===== src/rtl/gcap_pkg.sv =====
package gcap_pkg;
  localparam int CW      = 12;
  localparam int RES_MIN = 8;
  localparam int RES_MAX = 12;

  function automatic logic [3:0] clamp_res(input logic [3:0] r);
    if (r < 4'(RES_MIN)) return 4'(RES_MIN);
    if (r > 4'(RES_MAX)) return 4'(RES_MAX);
    return r;
  endfunction

  function automatic logic [CW-1:0] low_mask(input logic [3:0] n);
    return {CW{1'b1}} >> (4'(CW) - n);
  endfunction

  function automatic logic [CW-1:0] bin2gray(input logic [CW-1:0] b);
    return b ^ (b >> 1);
  endfunction

  function automatic logic [CW-1:0] gray2bin(input logic [CW-1:0] g);
    logic [CW-1:0] b;
    b[CW-1] = g[CW-1];
    for (int i = CW - 2; i >= 0; i--) b[i] = b[i+1] ^ g[i];
    return b;
  endfunction
endpackage


===== src/rtl/gcap_sequencer.sv =====
module gcap_sequencer
  import gcap_pkg::*;
(
  input  logic          clk,
  input  logic          rst_n,
  input  logic          start,
  input  logic [3:0]    res_in,
  output logic          busy,
  output logic          done,
  output logic          start_acc,
  output logic          last_step,
  output logic [3:0]    res_q,
  output logic [CW-1:0] gray
);
  logic [CW-1:0] cnt;

  assign start_acc = start && !busy;
  assign last_step = busy && (cnt == low_mask(res_q));
  assign gray      = bin2gray(cnt) & low_mask(res_q);

  always_ff @(posedge clk or negedge rst_n) begin
    if (!rst_n) begin
      busy  <= 1'b0;
      done  <= 1'b0;
      cnt   <= '0;
      res_q <= 4'(RES_MIN);
    end else begin
      done <= last_step;
      if (start_acc) begin
        busy  <= 1'b1;
        cnt   <= '0;
        res_q <= clamp_res(res_in);
      end else if (busy) begin
        if (last_step) busy <= 1'b0;
        else           cnt  <= CW'(cnt + 1'b1);
      end
    end
  end
endmodule


===== src/rtl/gcap_cell.sv =====
module gcap_cell
  import gcap_pkg::*;
(
  input  logic          clk,
  input  logic          rst_n,
  input  logic          clear,
  input  logic          arm,
  input  logic          cmp,
  input  logic [CW-1:0] gray,
  input  logic [CW-1:0] full_code,
  output logic [CW-1:0] val,
  output logic          hit
);
  logic cmp_prev;
  logic rise;

  assign rise = cmp && !cmp_prev;

  always_ff @(posedge clk or negedge rst_n) begin
    if (!rst_n) begin
      cmp_prev <= 1'b0;
      val      <= '0;
      hit      <= 1'b0;
    end else begin
      cmp_prev <= cmp;
      if (clear) begin
        val <= full_code;
        hit <= 1'b0;
      end else if (arm && rise && !hit) begin
        val <= gray;
        hit <= 1'b1;
      end
    end
  end
endmodule


===== src/rtl/gcap_readout.sv =====
module gcap_readout
  import gcap_pkg::*;
#(
  parameter int NCELL = 8,
  parameter int SEL_W = 3
) (
  input  logic [NCELL*CW-1:0] vals,
  input  logic [SEL_W-1:0]    sel,
  input  logic [3:0]          res_q,
  output logic [CW-1:0]       data
);
  logic [CW-1:0] picked;

  always_comb begin
    picked = '0;
    for (int i = 0; i < NCELL; i++)
      if (SEL_W'(i) == sel) picked = vals[i*CW +: CW];
  end

  assign data = gray2bin(picked & low_mask(res_q)) & low_mask(res_q);
endmodule


===== src/rtl/gray_capture_bank.sv =====
module gray_capture_bank
  import gcap_pkg::*;
#(
  parameter int NCELL = 8,
  parameter int SEL_W = (NCELL > 1) ? $clog2(NCELL) : 1
) (
  input  logic             clk,
  input  logic             rst_n,
  input  logic             start,
  input  logic [3:0]       res_in,
  input  logic [NCELL-1:0] cmp,
  output logic             done,
  input  logic [SEL_W-1:0] rd_sel,
  output logic [CW-1:0]    rd_data
);
  logic                busy;
  logic                start_acc;
  logic                last_step;
  logic [3:0]          res_q;
  logic [CW-1:0]       gray;
  logic [CW-1:0]       full_code;
  logic [NCELL-1:0]    hit_vec;
  logic [NCELL*CW-1:0] cell_vals;

  assign full_code = bin2gray(low_mask(clamp_res(res_in)));

  gcap_sequencer u_seq (
    .clk(clk), .rst_n(rst_n), .start(start), .res_in(res_in),
    .busy(busy), .done(done), .start_acc(start_acc),
    .last_step(last_step), .res_q(res_q), .gray(gray)
  );

  for (genvar i = 0; i < NCELL; i++) begin : g_cell
    gcap_cell u_cell (
      .clk(clk), .rst_n(rst_n), .clear(start_acc), .arm(busy),
      .cmp(cmp[i]), .gray(gray), .full_code(full_code),
      .val(cell_vals[i*CW +: CW]), .hit(hit_vec[i])
    );
  end

  gcap_readout #(.NCELL(NCELL), .SEL_W(SEL_W)) u_rd (
    .vals(cell_vals), .sel(rd_sel), .res_q(res_q), .data(rd_data)
  );
endmodule


===== config.mk =====
export PLATFORM = sky130hd
export DESIGN_NAME = gray_capture_bank
export DESIGN_NICKNAME = d
export VERILOG_FILES = /design/src/rtl/gcap_pkg.sv /design/src/rtl/gcap_sequencer.sv /design/src/rtl/gcap_cell.sv /design/src/rtl/gcap_readout.sv /design/src/rtl/gray_capture_bank.sv
export SDC_FILE = /design/constraint.sdc
export NUM_CORES = 1
export LEC_CHECK = 0
export BUFFER_PORTS_ARGS = -buffer_cell sky130_fd_sc_hd__buf_2
export CAP_MARGIN = 30
export CORE_ASPECT_RATIO = 1.2
export CORE_MARGIN = 1.5
export CORE_UTILIZATION = 50
export DETAILED_ROUTE_END_ITERATION = 12
export PLACE_DENSITY = 0.66
export REMOVE_ABC_BUFFERS = 1
export SYNTH_ARGS = -nofsm -noshare
export SYNTH_HDL_FRONTEND = slang
export SYNTH_SLANG_ARGS = --single-unit

===== constraint.sdc =====
create_clock -name clk -period 9.8 [get_ports clk]
set_input_delay 0.98 -clock clk [delete_from_list [all_inputs] [get_ports clk]]
set_output_delay 0.98 -clock clk [all_outputs]
set_load 0.01 [all_outputs]

-- Word level (Yosys, flattened, before mapping)
Index checks and enable logic that the tools add are counted.
- output and inout bits: 13
- input bits: 18
- flip-flop bits (word level): 130
- logic and storage cells: 172
- magnitude comparators: 2
- reduce and logical (&&, ||, !) cells: 54
- shifts and indexed selects: 2
- $add $sub $neg: 3
- bitwise logic cells: 16
- eq/ne operators: 9
- multiplexer cells: 58
- operators with widths (operator ; number):
    12-bit 2-to-1 mux ; 27
    12-bit bitwise AND ; 3
    1-bit logical AND ; 26
    1-bit 2-to-1 mux ; 25
    4-bit 2-to-1 mux ; 6
    12-bit by 4-bit >> shifter with 12-bit output (first input constant) ; 2
    12-bit by 11-bit XOR with 12-bit output ; 2
    2-bit nonzero test ; 9
    1-bit zero test ; 17
    12-bit by 1-bit adder with 12-bit output (second input constant) ; 1
    12-bit == test ; 1
    3-bit == test (first input constant) ; 4
    1-bit XOR ; 11
    4-bit subtractor (first input constant) ; 2
    2-bit by 3-bit == test with 1-bit output (first input constant) ; 2
    4-bit > comparator (second input constant) ; 1
    4-bit less-than comparator (second input constant) ; 1
    1-bit by 3-bit == test with 1-bit output (first input constant) ; 1
    3-bit zero test ; 1
    2-bit by 1-bit != test with 1-bit output (second input constant) ; 1
    2-bit AND reduction ; 1

-- Logic depth before layout (Yosys ltp)
Gate-level depths: netlist of run 1.
- depth after elaboration: 22
- depth in mapped cells: 12
- gate-level depth less buffers: 12

-- Hierarchy
A second synthesis of run 1 with hierarchy kept.
- cell total of the unflattened synthesis: 726
- area, all modules: 9077.5 sq um
- modules (own cells, without submodules) (module ; area an instance (sq um) ; seq. area each (sq um) ; instances ; cells an instance):
    gcap_cell ; 752.0 ; 350.3 ; 8 ; 45
    gcap_sequencer ; 1530.2 ; 451.7 ; 1 ; 174
    gcap_readout ; 1378.8 ; 0.0 ; 1 ; 171
    gray_capture_bank ; 152.6 ; 0.0 ; 1 ; 21

-- Worst setup path after synthesis of run 1
Ideal clock, no wire load.
- path kind: input-to-output
- start: in rd_sel[2]
- end: out rd_data[0]
- slack: 5.371 ns
- data required time: 8.820 ns
- path buffers: 1
- cell stages on the path: 8
- arrival: 3.449 ns
- cells stage by stage: buf_4 -> mux2i_1 -> mux4_2 -> a2111oi_2 -> xor3_2 -> xnor3_2 -> xnor3_1 -> nor2_1
- cells in the longest elaborated chain, start to end: 22
- elaborated cells between the ends (all ways): 29
- those cells by class: 7 x eq/ne; 8 x mux; 13 x bitwise; 1 x reduce/logical
- ends and longest elaborated chain (element ; RTL line ; source):
    from (decl) ; gray_capture_bank.sv:13 ; input logic [SEL_W-1:0] rd_sel,
    3-bit zero test ; gcap_readout.sv:17 ; if (SEL_W'(i) == sel) picked = vals[i*CW +: CW];
    12-bit 2-to-1 mux (7 in a row) ; gcap_readout.sv:17 ;
    12-bit 2-to-1 mux (*) ; gcap_readout.sv:17 ;
    12-bit bitwise AND (*) ; gcap_readout.sv:20 ; assign data = gray2bin(picked & low_mask(res_q)) & low_mask(res_q);
    1-bit XOR (10 in a row) ; gcap_pkg.sv:23 ; for (int i = CW - 2; i >= 0; i--) b[i] = b[i+1] ^ g[i];
    1-bit XOR (*) ; gcap_pkg.sv:23 ;
    12-bit bitwise AND (*) ; gcap_readout.sv:20 ;
    to (decl) ; gray_capture_bank.sv:14 ; output logic [CW-1:0] rd_data
Mark *: on every way between the ends. The rest lies on a longest branch, timed or not.

-- Worst setup path after layout of run 1
- start: in rd_sel[1]
- end: out rd_data[0]
The elaborated chain is that of the path after synthesis.

==> out/summary.log, run 1 <==
[sta] largest clock skew in the final design 0.009615 ns
[sta] setup repair after global routing missed its margin false
[route] Routed wire per std cell 20.19 um
[setup_path] critical path peak fanout 31
[sta] total count of max-transition violations in the final report 0
[final_layout] share of final-layout standard cells stronger than drive strength 1 26.24%
[route] number of violations reported at the end of detailed-routing iteration 0 456
[final_layout] multi-input logic area 0.003266 mm2
[final_layout] Inserted Diodes 0
[floorplan] standard-cell rows 46
[final_layout] register area 0.003254 mm2
[logic_synthesis] number of instances in the synthesized netlist 568
[logic_synthesis] top area cells in the synthesized netlist sky130_fd_sc_hd__dfrtp_1, sky130_fd_sc_hd__mux2_2, sky130_fd_sc_hd__mux4_2
[pwr] highest ir drop seen on vdd 0.1542 mV
[sta] Final Hold Vio Count 0
[floorplan] Die Height 130.2 um
[setup_path] required time worst endpoint 8.82 ns
[pwr] power spent charging and discharging nets 0.4602 mW
[cts] CTS tree yes
[sta] part of the cycle the worst path needs 53.41%
[logic_synthesis] number of different library cells in the post-synthesis netlist 57
[cts] Sink Count 130
[cts] H-tree lvl count 4
[setup_path] start-to-end type of the worst setup path primary input to output pin
[route] Pre-antenna DRT Iters 4
[pwr] part of the total power dissipated in sequential elements 41.2%
[setup_path] Worst setup SP type primary input
[pwr] share of total power in the clock network 38.3%
[logic_synthesis] top-area cell type share of the netlist area 47.92%
[logic_synthesis] synthesized area per cell 11.86 um2
[logic_synthesis] biggest area consumer among synthesized cells sky130_fd_sc_hd__dfrtp_1
[global_route] first-pass GRT wire length 26.46 mm
[cts] CTS Root Cell sky130_fd_sc_hd__clkbuf_16
[floorplan] full die area 0.01418 mm2
[pwr] internal power 1.199 mW
[sta] final count of negative-setup-slack endpoints 0
[floorplan] Core Area 0.01318 mm2
[route] number of vias per cell 6.037
[pwr] combinational power share 20.5%
[cts] Max clock buf depth 2
[sta] final period demand of the worst path 5.234 ns
[placement] HPWL reported at the end of detailed placement 11.17 mm
[logic_synthesis] share of synthesized area occupied by flip-flops and latches 48.31%
[placement] count of input and output buffers 30
[run] reported max-cap violation count 0
[global_route] global-route congestion overflow total 0
[cts] TritonCTS Buffers 17
[sta] Least-Margin Pin Slew 0.9138 ns
[cts] latest clock arrival within the worst-skew pair 0.42 ns
[global_route] total track usage 24.90%
[final_layout] final net count 648
[setup_path] critical path endpoint category output pin
[route] Routed Wire Length 16.01 mm
[sta] Fmax achieved 0.1911 GHz
[sta] headroom to the max-slew limit 38.89%
[global_route] initial antenna violation count 0
[final_layout] number of fill cells in the layout 1066
[outcome] result of the run finished clean
[route] total vias in the final route 4787
[logic_synthesis] count of state elements after synthesis 130
[floorplan] die span in x 109.0 um
[logic_synthesis] prevailing post-synth register cell sky130_fd_sc_hd__dfrtp_1
[logic_synthesis] commonest cells in the netlist sky130_fd_sc_hd__dfrtp_1, sky130_fd_sc_hd__mux2_2, sky130_fd_sc_hd__nor2_1, sky130_fd_sc_hd__nand2_1, sky130_fd_sc_hd__a22o_1
[pwr] power density over the cells 214.3 mW/mm2
[setup_path] ordered list of cells on the worst path buf_2 -> mux4_1 -> mux2i_1 -> nor3_2 -> xor2_2 -> xnor3_1 -> xnor3_2 -> xnor3_1 -> nor2_1 -> buf_2
[floorplan] I/O Pins 31
[route] number of nets with antenna violations after routing 0
[placement] standard cell area after detailed placement 0.007134 mm2
[route] DR DRC count 0
[logic_synthesis] async set-or-reset flop fraction in the synthesized netlist 100.0%
[floorplan] starting utilization of the core area 51.11%
[logic_synthesis] cell with the most instances after synthesis sky130_fd_sc_hd__dfrtp_1
[setup_path] highest cell delay on the worst timing path 0.64 ns
[logic_synthesis] post-synth design cell area 0.006736 mm2
[cts] clock input transition at the sequential cells of the worst setup and hold paths 0.06 ns
[logic_synthesis] number of flops mapped to enable cells by yosys 0
[setup_path] CP Data Arrival Time 4.25 ns
[min_path] worst hold path class flip-flop to flip-flop
[pwr] Switching Fraction 27.74%
[logic_synthesis] warning count from the yosys run 0
[final_layout] final design instance area without fill 0.007741 mm2
[cts] post-CTS sizing 0
[final_layout] final cell utilization of the core 58.73%
[placement] weighted congestion reported at the end of routability-driven placement 0.8784
[sta] Fin Setup TNS 0 ns
[global_route] number of global-route vias before repair 5017
[cts] buffers inserted by post-CTS timing repair 0
[setup_path] slowest stage cell on the critical path sky130_fd_sc_hd__mux4_1
[cts] hold-fix buffers at CTS 0
[pwr] reported leakage power 3.722 nW
[final_layout] Area Growth Syn to Fin 14.91%
[global_route] pin count of the biggest net entering global routing 73
==> layout by cell type, fill, tap and decap left out, types with 6 or more instances in the layout <==
| master | n |
|---|---|
| sky130_fd_sc_hd__dfrtp_1 | 129 |
| sky130_fd_sc_hd__mux2_2 | 59 |
| sky130_fd_sc_hd__nor2_1 | 38 |
| sky130_fd_sc_hd__nand2_1 | 36 |
| sky130_fd_sc_hd__a22o_1 | 33 |
| sky130_fd_sc_hd__buf_2 | 30 |
| sky130_fd_sc_hd__mux2i_1 | 26 |
| sky130_fd_sc_hd__inv_1 | 24 |
| sky130_fd_sc_hd__buf_4 | 22 |
| sky130_fd_sc_hd__ha_1 | 18 |
| sky130_fd_sc_hd__clkbuf_16 | 17 |
| sky130_fd_sc_hd__o21ai_0 | 16 |
| sky130_fd_sc_hd__a21oi_1 | 16 |
| sky130_fd_sc_hd__mux4_2 | 13 |
| sky130_fd_sc_hd__a21o_1 | 12 |
| sky130_fd_sc_hd__nand3_1 | 12 |
| sky130_fd_sc_hd__xnor2_1 | 11 |
| sky130_fd_sc_hd__o211ai_1 | 10 |
| sky130_fd_sc_hd__nor3_1 | 8 |
| sky130_fd_sc_hd__nor4b_1 | 8 |
| sky130_fd_sc_hd__nor2b_1 | 7 |
| sky130_fd_sc_hd__xor2_1 | 6 |
| sky130_fd_sc_hd__o31ai_1 | 6 |
==> power by group through the flow <==
stage	logic, mW	registers, mW	clock network (mW)
after floorplan	0.240	0.668	0
after global placement	0.328	0.683	0
after detailed placement	0.339	0.688	0
after CTS	0.341	0.681	0.646
after global routing	0.377	0.693	0.674
final	0.341	0.683	0.635
==> through the flow <==
step                worst slack, ns  std cells  total power, mW  hold slack (ns)
finish                        4.566        793            1.659           0.4773
global route                  4.352        793            1.744           0.4912
CTS                           4.561        792            1.668           0.4796
detailed placement            4.581        760            1.028           0.4667
global placement              4.594        760            1.011           0.4612
floorplan                     5.472        541           0.9080           0.4508
==> state kept, by name (all words and copies together), names as in the netlist <==
signal / count
u_seq.res_q: 4
u_seq.done: 1
u_seq.cnt: 12
g_cell.u_cell.cmp_prev: 8
g_cell.u_cell.hit: 8
g_cell.u_cell.val: 96
u_seq.busy: 1
==> logic make-up (layout without fill, tap and decap cells) <==
group / after synthesis / count (layout) / synth area share (%)
adder cells (fa/ha/maj): 18 / 18 / 3.343
AO/OA/AOI/OAI: 118 / 118 / 12.82
flip-flops: 130 / 130 / 48.31
AND/OR/NAND/NOR: 126 / 126 / 8.990
multiplexers: 101 / 101 / 19.24
buffers and inverters: 52 / 109 / 3.213
XOR/XNOR: 23 / 23 / 4.086
==> per-layer routing <==
metal	wire, um	vias up	part of all wire [%]	track usage (%)
met5	0	-	0	0
met4	507	0	3.2	11.22
met3	682	45	4.3	5.744
met2	7970	156	50	41.10
met1	6846	2407	43	31.07
li1	-	2179	-	-
==> worst paths after layout <==
path	slack (ns)	to	startpoint	depth (start not counted)
worst max-delay path	4.57	rd_data[0]	rd_sel[1]	10
worst min-delay path	0.48	g_cell[2].u_cell.hit	g_cell[2].u_cell.hit	1
worst max register to register	6.52	u_seq.cnt[10]	u_seq.res_q[2]	10
worst min register to register	0.48	g_cell[2].u_cell.hit	g_cell[2].u_cell.hit	1
max in group asynchronous	7.83	g_cell[2].u_cell.val[1]	rst_n	2
min in group asynchronous	0.61	u_seq.busy	rst_n	1
==> final cells by class <==
class | instances | share of cell area (%)
clock buffers | 24 | 6.481
clock inverters | 8 | 1.293
inverters | 25 | 1.212
multi-input cells | 386 | 42.19
flip-flops and latches | 130 | 42.04
well taps | 168 | 2.715
repair buffers | 52 | 4.073
==> critical path: cells and delay by family <==
kind / cells / cell delay [ns]
muxes: 2 / 0.89
buffers and inverters: 2 / 0.69
and+or+nand+nor: 2 / 0.21
xor gates and xnor gates: 4 / 1.44
No activity file was read; power rests on OpenSTA's default activity.
==> run 2, diff against run 1 <==
PLACE_DENSITY = 0.69   (was 0.66)
clock period = 4.7 ns   (was 9.8 ns; I/O delays follow)
==> run 2 against run 1 <==
Via count grew 1.5%. Combinational power rose by 110%. Count of clock-buffer cells in the layout shrank 5. Sequential power increased by 110%. Power rose by 110%. Global-route usage about the same. Cell count up 0.38%. Utilization up 0.095 points. Highest routed layer unchanged. Wire length is 2.5% higher. Die area stayed put. Critical path type is now flip-flop to output pin.
==> out/summary.log, run 2 (synthesis results as in run 1) <==
[placement] Placed Instances 764 [+0.53%]
[setup_path] required time worst endpoint 4.23 ns [-4.59 ns]
[global_route] initial antenna violation count 1 [+1]
[cts] CTS Root Cell sky130_fd_sc_hd__clkbuf_16
[pwr] power density over the cells 444.3 mW/mm2 [+110%]
[sta] largest clock skew in the final design 0.007881 ns [-0.001734 ns]
[route] total vias in the final route 4857 [+1.5%]
[floorplan] Die Height 130.2 um [unchanged]
[final_layout] final net count 651 [+0.46%]
[sta] Fin Setup TNS 0 ns [unchanged]
[final_layout] register area 0.003254 mm2 [unchanged]
[floorplan] standard-cell rows 46 [unchanged]
[sta] setup repair after global routing missed its margin false
[floorplan] die span in x 109.0 um [unchanged]
[cts] latest clock arrival within the worst-skew pair 0.42 ns [about the same]
[route] Routed wire per std cell 20.60 um [+2.1%]
[global_route] pin count of the biggest net entering global routing 53 [-27%]
[setup_path] count of buffering cells on the critical path with inverters included 3 [+1]
[pwr] highest ir drop seen on vdd 0.3536 mV [+130%]
[cts] CTS tree yes
[setup_path] highest cell delay on the worst timing path 0.47 ns [-0.17 ns]
[final_layout] most used cells in the layout excluding fill and tap cells sky130_fd_sc_hd__dfrtp_1, sky130_fd_sc_hd__mux2_2, sky130_fd_sc_hd__nor2_1
[route] Pre-antenna DRT Iters 7 [+3]
[sta] Final Hold Vio Count 0 [unchanged]
[global_route] number of global-route vias before repair 5014 [-0.060%]
[route] Routed Wire Length 16.40 mm [+2.5%]
[cts] hold-fix buffers at CTS 0 [unchanged]
[cts] clock input transition at the sequential cells of the worst setup and hold paths 0.06 ns [about the same]
[floorplan] starting utilization of the core area 51.11% [unchanged]
[final_layout] share of final-layout standard cells stronger than drive strength 1 26.79% [+0.55 points]
[floorplan] I/O Pins 31 [unchanged]
[global_route] global routing met3 resource utilization 5.195% [-0.55 points]
[sta] Final Hold Slack 0.09530 ns [-0.3821 ns]
[route] number of nets with antenna violations after routing 0 [unchanged]
[route] DR DRC count 0 [unchanged]
[setup_path] start-to-end type of the worst setup path flip-flop to output pin
[run] reported max-cap violation count 0 [unchanged]
[final_layout] flip-flop count of the largest register, all copies and words added 96 [unchanged]
[global_route] GRT met1 Usage 30.70% [-0.37 points]
[cts] H-tree lvl count 4 [unchanged]
[setup_path] cell type group with the largest total delay on the critical path XOR/XNOR gates
[final_layout] Area Growth Syn to Fin 15.10%
[global_route] first-pass GRT wire length 26.47 mm [about the same]
[final_layout] most frequent standard cell in the layout excluding fill and tap cells sky130_fd_sc_hd__dfrtp_1
[cts] buffers inserted by post-CTS timing repair 0 [unchanged]
[sta] headroom to the max-slew limit 34.76% [-4.1 points]
[setup_path] Worst setup SP type flip-flop
[sta] final count of negative-setup-slack endpoints 0 [unchanged]
[final_layout] number of standard cells in the final layout excluding fillers 796 [+0.38%]
[min_path] worst hold path class primary input to async pin
[cts] post-CTS sizing 0 [unchanged]
[cts] Sink Count 130 [unchanged]
[final_layout] largest registers g_cell.u_cell.val x96, u_seq.cnt x12
[outcome] result of the run finished clean
[setup_path] ordered list of cells on the worst path inv_1 -> ha_1 -> inv_1 -> ha_1 -> nand2_2 -> or3_1 -> xor3_2 -> xnor3_2 -> xnor3_1 -> nor2_1 -> buf_2
[route] number of violations reported at the end of detailed-routing iteration 0 311 [-32%]
[pwr] reported leakage power 3.723 nW [about the same]
[sta] Fmax achieved 0.2341 GHz
[global_route] global-route congestion overflow total 0 [unchanged]
[global_route] most used routing layer met2
[placement] count of input and output buffers 30 [unchanged]
[cts] Max clock buf depth 2 [unchanged]
[sta] Least-Margin Pin Slew 0.9763 ns [+0.06247 ns]
[global_route] met2 track demand over resource in global routing 41.84% [+0.74 points]
[sta] total count of max-transition violations in the final report 0 [unchanged]
[setup_path] slowest stage cell on the critical path sky130_fd_sc_hd__xnor3_2
[sta] part of the cycle the worst path needs 90.90%
[route] number of vias per cell 6.102 [+1.1%]
[cts] TritonCTS Buffers 17 [unchanged]
[final_layout] multi-input logic area 0.003266 mm2 [unchanged]
[setup_path] slack of the worst reg-to-reg path 1.54 ns [-4.98 ns]
[setup_path] CP Data Arrival Time 3.80 ns [-0.45 ns]
[floorplan] full die area 0.01418 mm2 [unchanged]
[floorplan] Core Area 0.01318 mm2 [unchanged]
[final_layout] number of fill cells in the layout 1061 [-0.47%]
[placement] HPWL reported at the end of detailed placement 11.37 mm [+1.8%]
[sta] final period demand of the worst path 4.272 ns
[setup_path] critical path endpoint category output pin
[final_layout] register bank with the most flops g_cell.u_cell.val
[setup_path] critical path peak fanout 8 [-74%]
[placement] weighted congestion reported at the end of routability-driven placement 0.8828 [+0.50%]
[global_route] total track usage 24.91% [about the same]
run 2: path summary, 6_finish.rpt:
path	to	depth (start not counted)	start
worst max-delay path	rd_data[0]	11	u_seq.res_q[0]
worst min-delay path	u_seq.cnt[11]	1	rst_n
worst max register to register	u_seq.cnt[11]	11	u_seq.res_q[0]
worst min register to register	g_cell[6].u_cell.hit	1	g_cell[6].u_cell.hit
max in group asynchronous	g_cell[2].u_cell.val[0]	2	rst_n
min in group clk	g_cell[0].u_cell.cmp_prev	1	cmp[0]
run 2: area by class of cell:
class                           count  area share, %
Tap cell                          168          2.711
Inverter                           25          1.210
Multi-Input combinational cell    386          42.12
Clock buffer                       19          5.842
Sequential cell                   130          41.97
Timing Repair Buffer               55          4.405
Antenna cell                        1        0.03227
Clock inverter                     12          1.711
run 2: through the flow:
| step | total power [mW] | setup slack [ns] | utilization (%) | cell area [um2] |
|---|---|---|---|---|
| after global placement | 2.112 | 0.6611 | 54.19 | 7142 |
| after global routing | 3.604 | 0.2106 | 58.83 | 7754 |
| after CTS | 3.455 | 0.4228 | 58.81 | 7751 |
| after detailed placement | 2.150 | 0.6138 | 54.37 | 7166 |
| after floorplan | 1.893 | 1.157 | - | 6614 |
| final | 3.445 | 0.4277 | 58.83 | 7754 |
run 2: routing by layer:
layer  vias up  part of all wire [%]
met1      2475                    41
li1       2187                     -
met5         -                     0
met3        35                   4.9
met4         0                   2.7
met2       160                    51
run 2: report_power, final:
part	switching, mW	internal, mW
clock	0.497	0.806
combinational	0.361	0.358
sequential	0.131	1.29
total	0.988	2.46
==> run 3, diff against run 2 <==
CELL_PAD_IN_SITES_DETAIL_PLACEMENT = 2   (was unset)
CELL_PAD_IN_SITES_GLOBAL_PLACEMENT = 2   (was unset)
CORE_UTILIZATION = 38   (was 50)
PLACE_DENSITY = 0.74   (was 0.69)
==> run 3 against run 2 <==
Cell count grew 6.7%. Clock skew decreased by 0.0011 ns. Die area up 31%. Sequential cell count unchanged. Critical path depth unchanged. Register-to-register slack got worse by 0.02 ns. Worst hold slack worse by 0.038 ns. Fmax fell by 2.5%. Utilization fell by 14 points.
==> out/summary.log, run 3 (synthesis results as in run 1) <==
[setup_path] CP Data Arrival Time 3.91 ns [+0.11 ns]
[cts] CTS Root Cell sky130_fd_sc_hd__clkbuf_16
[setup_path] required time worst endpoint 4.23 ns [about the same]
[floorplan] die span in x 124.5 um [+14%]
[cts] hold-fix buffers at CTS 0 [unchanged]
[sta] Fmax achieved 0.2282 GHz [-2.5%]
[setup_path] Critical Path Source u_seq.res_q[0]
[cts] post-CTS sizing 0 [unchanged]
[placement] weighted congestion reported at the end of routability-driven placement 0.8160 [-7.6%]
[route] DR DRC count 0 [unchanged]
[sta] final period demand of the worst path 4.381 ns [+0.1092 ns]
[cts] Max clock buf depth 2 [unchanged]
[cts] H-tree lvl count 4 [unchanged]
[placement] count of input and output buffers 30 [unchanged]
[sta] headroom to the max-slew limit 33.52% [-1.2 points]
[floorplan] standard-cell rows 53 [+15%]
[cts] CTS tree yes
[global_route] first-pass GRT wire length 32.53 mm [+23%]
[sta] part of the cycle the worst path needs 93.22% [+2.3 points]
[setup_path] number of cells traversed by the worst register-to-register path 11 [unchanged]
[sta] largest clock skew in the final design 0.006822 ns [-0.001059 ns]
[floorplan] starting utilization of the core area 38.63% [-12 points]
[pwr] highest ir drop seen on vdd 0.2917 mV [-18%]
[sta] final count of negative-setup-slack endpoints 0 [unchanged]
[final_layout] share of final-layout standard cells stronger than drive strength 1 27.19% [+0.39 points]
[min_path] worst hold path class primary input to async pin
[final_layout] final cell utilization of the core 44.87% [-14 points]
[final_layout] most frequent standard cell in the layout excluding fill and tap cells sky130_fd_sc_hd__dfrtp_1
[cts] latest clock arrival within the worst-skew pair 0.44 ns [+0.02 ns]
[outcome] result of the run finished clean
[sta] Final Hold Vio Count 0 [unchanged]
[pwr] reported leakage power 3.732 nW [+0.25%]
[setup_path] critical path peak fanout 8 [unchanged]
[global_route] number of global-route vias before repair 5611 [+12%]
[route] number of vias per cell 5.697 [-6.6%]
[setup_path] Reg-to-Reg Start u_seq.res_q[0]
[setup_path] capture point of the critical path rd_data[0]
[final_layout] flip-flop count of the largest register, all copies and words added 96 [unchanged]
[setup_path] critical path endpoint category output pin
[floorplan] Die Height 148.9 um [+14%]
[global_route] initial antenna violation count 0 [-1]
[setup_path] slack of the worst reg-to-reg path 1.52 ns [-0.02 ns]
[final_layout] largest registers g_cell.u_cell.val x96, u_seq.cnt x12
[pwr] power density over the cells 450.0 mW/mm2 [+1.3%]
[route] Pre-antenna DRT Iters 4 [-3]
[sta] setup repair after global routing missed its margin false
[sta] Fin Setup TNS 0 ns [unchanged]
[pwr] PnR Total Power 3.521 mW [+2.2%]
[cts] buffers inserted by post-CTS timing repair 0 [unchanged]
[floorplan] I/O Pins 31 [unchanged]
[global_route] total track usage 23.30% [-1.6 points]
[global_route] pin count of the biggest net entering global routing 50 [-5.7%]
[sta] Least-Margin Pin Slew 0.9941 ns [+0.01779 ns]
[route] number of nets with antenna violations after routing 0 [unchanged]
[cts] Sink Count 130 [unchanged]
[setup_path] start-to-end type of the worst setup path flip-flop to output pin
[final_layout] Area Growth Syn to Fin 16.16%
[placement] Placed Instances 816 [+6.8%]
[final_layout] Inserted Diodes 0 [-1]
[final_layout] most used cells in the layout excluding fill and tap cells sky130_fd_sc_hd__dfrtp_1, sky130_fd_sc_hd__mux2_2, sky130_fd_sc_hd__nor2_1
[route] Routed wire per std cell 24.01 um [+17%]
[global_route] global-route congestion overflow total 0 [unchanged]
[final_layout] number of standard cells in the final layout excluding fillers 849 [+6.7%]
[route] number of violations reported at the end of detailed-routing iteration 0 218 [-30%]
[floorplan] Core Area 0.01744 mm2 [+32%]
[placement] HPWL reported at the end of detailed placement 14.29 mm [+26%]
[sta] total count of max-transition violations in the final report 0 [unchanged]
[placement] standard cell area after detailed placement 0.007232 mm2 [+0.93%]
[final_layout] final design instance area without fill 0.007825 mm2 [+0.92%]
[setup_path] capture instance of the worst register-to-register path u_seq.cnt[9]
[run] reported max-cap violation count 0 [unchanged]
[floorplan] full die area 0.01854 mm2 [+31%]
[route] total vias in the final route 4837 [-0.41%]
[route] Routed Wire Length 20.38 mm [+24%]
[setup_path] Worst setup SP type flip-flop
[final_layout] final net count 652 [+0.15%]
[cts] TritonCTS Buffers 17 [unchanged]
[cts] clock input transition at the sequential cells of the worst setup and hold paths 0.06 ns [about the same]
[final_layout] register bank with the most flops g_cell.u_cell.val
-- run 3: cell count changes in the layout (fill, tap and decap cells not counted), moves of 2 or more --
cell                         delta
sky130_fd_sc_hd__clkinvlp_4     -2
sky130_fd_sc_hd__buf_4          +2
sky130_fd_sc_hd__inv_6          +4
sky130_fd_sc_hd__clkinv_2       -2
-- run 3: where the power goes --
group          internal, mW  switching [mW]
Clock                 0.759           0.567
Sequential             1.29           0.148
Combinational         0.360           0.395
Total                  2.41            1.11
-- run 3: final cells by class --
type                       instances  area, um2
clock buffer                      18      439.2
clock inverter                    14      148.9
fill                            1763       9615
inverter                          25      93.84
multi-input combinational        386       3268
sequential                       130       3254
tap                              220      275.3
timing repair buffer              56      345.3
-- run 3: metal layers --
metal | vias to the layer above | track usage [%] | routed length [um]
li1 | 2175 | - | -
met1 | 2568 | 26.71 | 8294
met2 | 65 | 43.63 | 11140
met3 | 29 | 3.192 | 456
met5 | - | 0 | 0
met4 | 0 | 9.598 | 489
-- run 3: how the worst min path moves through the flow --
stage | start | end | slack [ns] | cells after the start
floorplan | rst_n | g_cell[0].u_cell.cmp_prev | 0.17 | 0
global placement | g_cell[5].u_cell.hit | g_cell[5].u_cell.hit | 0.46 | 1
detailed placement | g_cell[3].u_cell.hit | g_cell[3].u_cell.hit | 0.47 | 1
CTS | rst_n | g_cell[0].u_cell.val[8] | 0.07 | 1
global route | rst_n | g_cell[0].u_cell.val[9] | 0.10 | 1
finish | rst_n | g_cell[0].u_cell.val[9] | 0.06 | 1
-- run 3: per-stage QoR --
| step | hold slack [ns] | setup WS [ns] |
|---|---|---|
| after floorplan | 0.1744 | 1.157 |
| after global placement | 0.4607 | 0.6315 |
| after detailed placement | 0.4708 | 0.5520 |
| after CTS | 0.07467 | 0.3132 |
| after global routing | 0.1018 | 0.1648 |
| final | 0.05745 | 0.3185 |
-- run 3: worst max-delay path: stages (launching register included) --
cell and delay, ns:
sky130_fd_sc_hd__dfrtp_1 0.42, sky130_fd_sc_hd__inv_1 0.07, sky130_fd_sc_hd__ha_1 0.17, sky130_fd_sc_hd__inv_1 0.05, sky130_fd_sc_hd__ha_1 0.46, sky130_fd_sc_hd__nand2_2 0.22, sky130_fd_sc_hd__or3_1 0.44, sky130_fd_sc_hd__xor3_2 0.46
sky130_fd_sc_hd__xnor3_2 0.48, sky130_fd_sc_hd__xnor3_1 0.41, sky130_fd_sc_hd__nor2_1 0.13, sky130_fd_sc_hd__buf_2 0.16
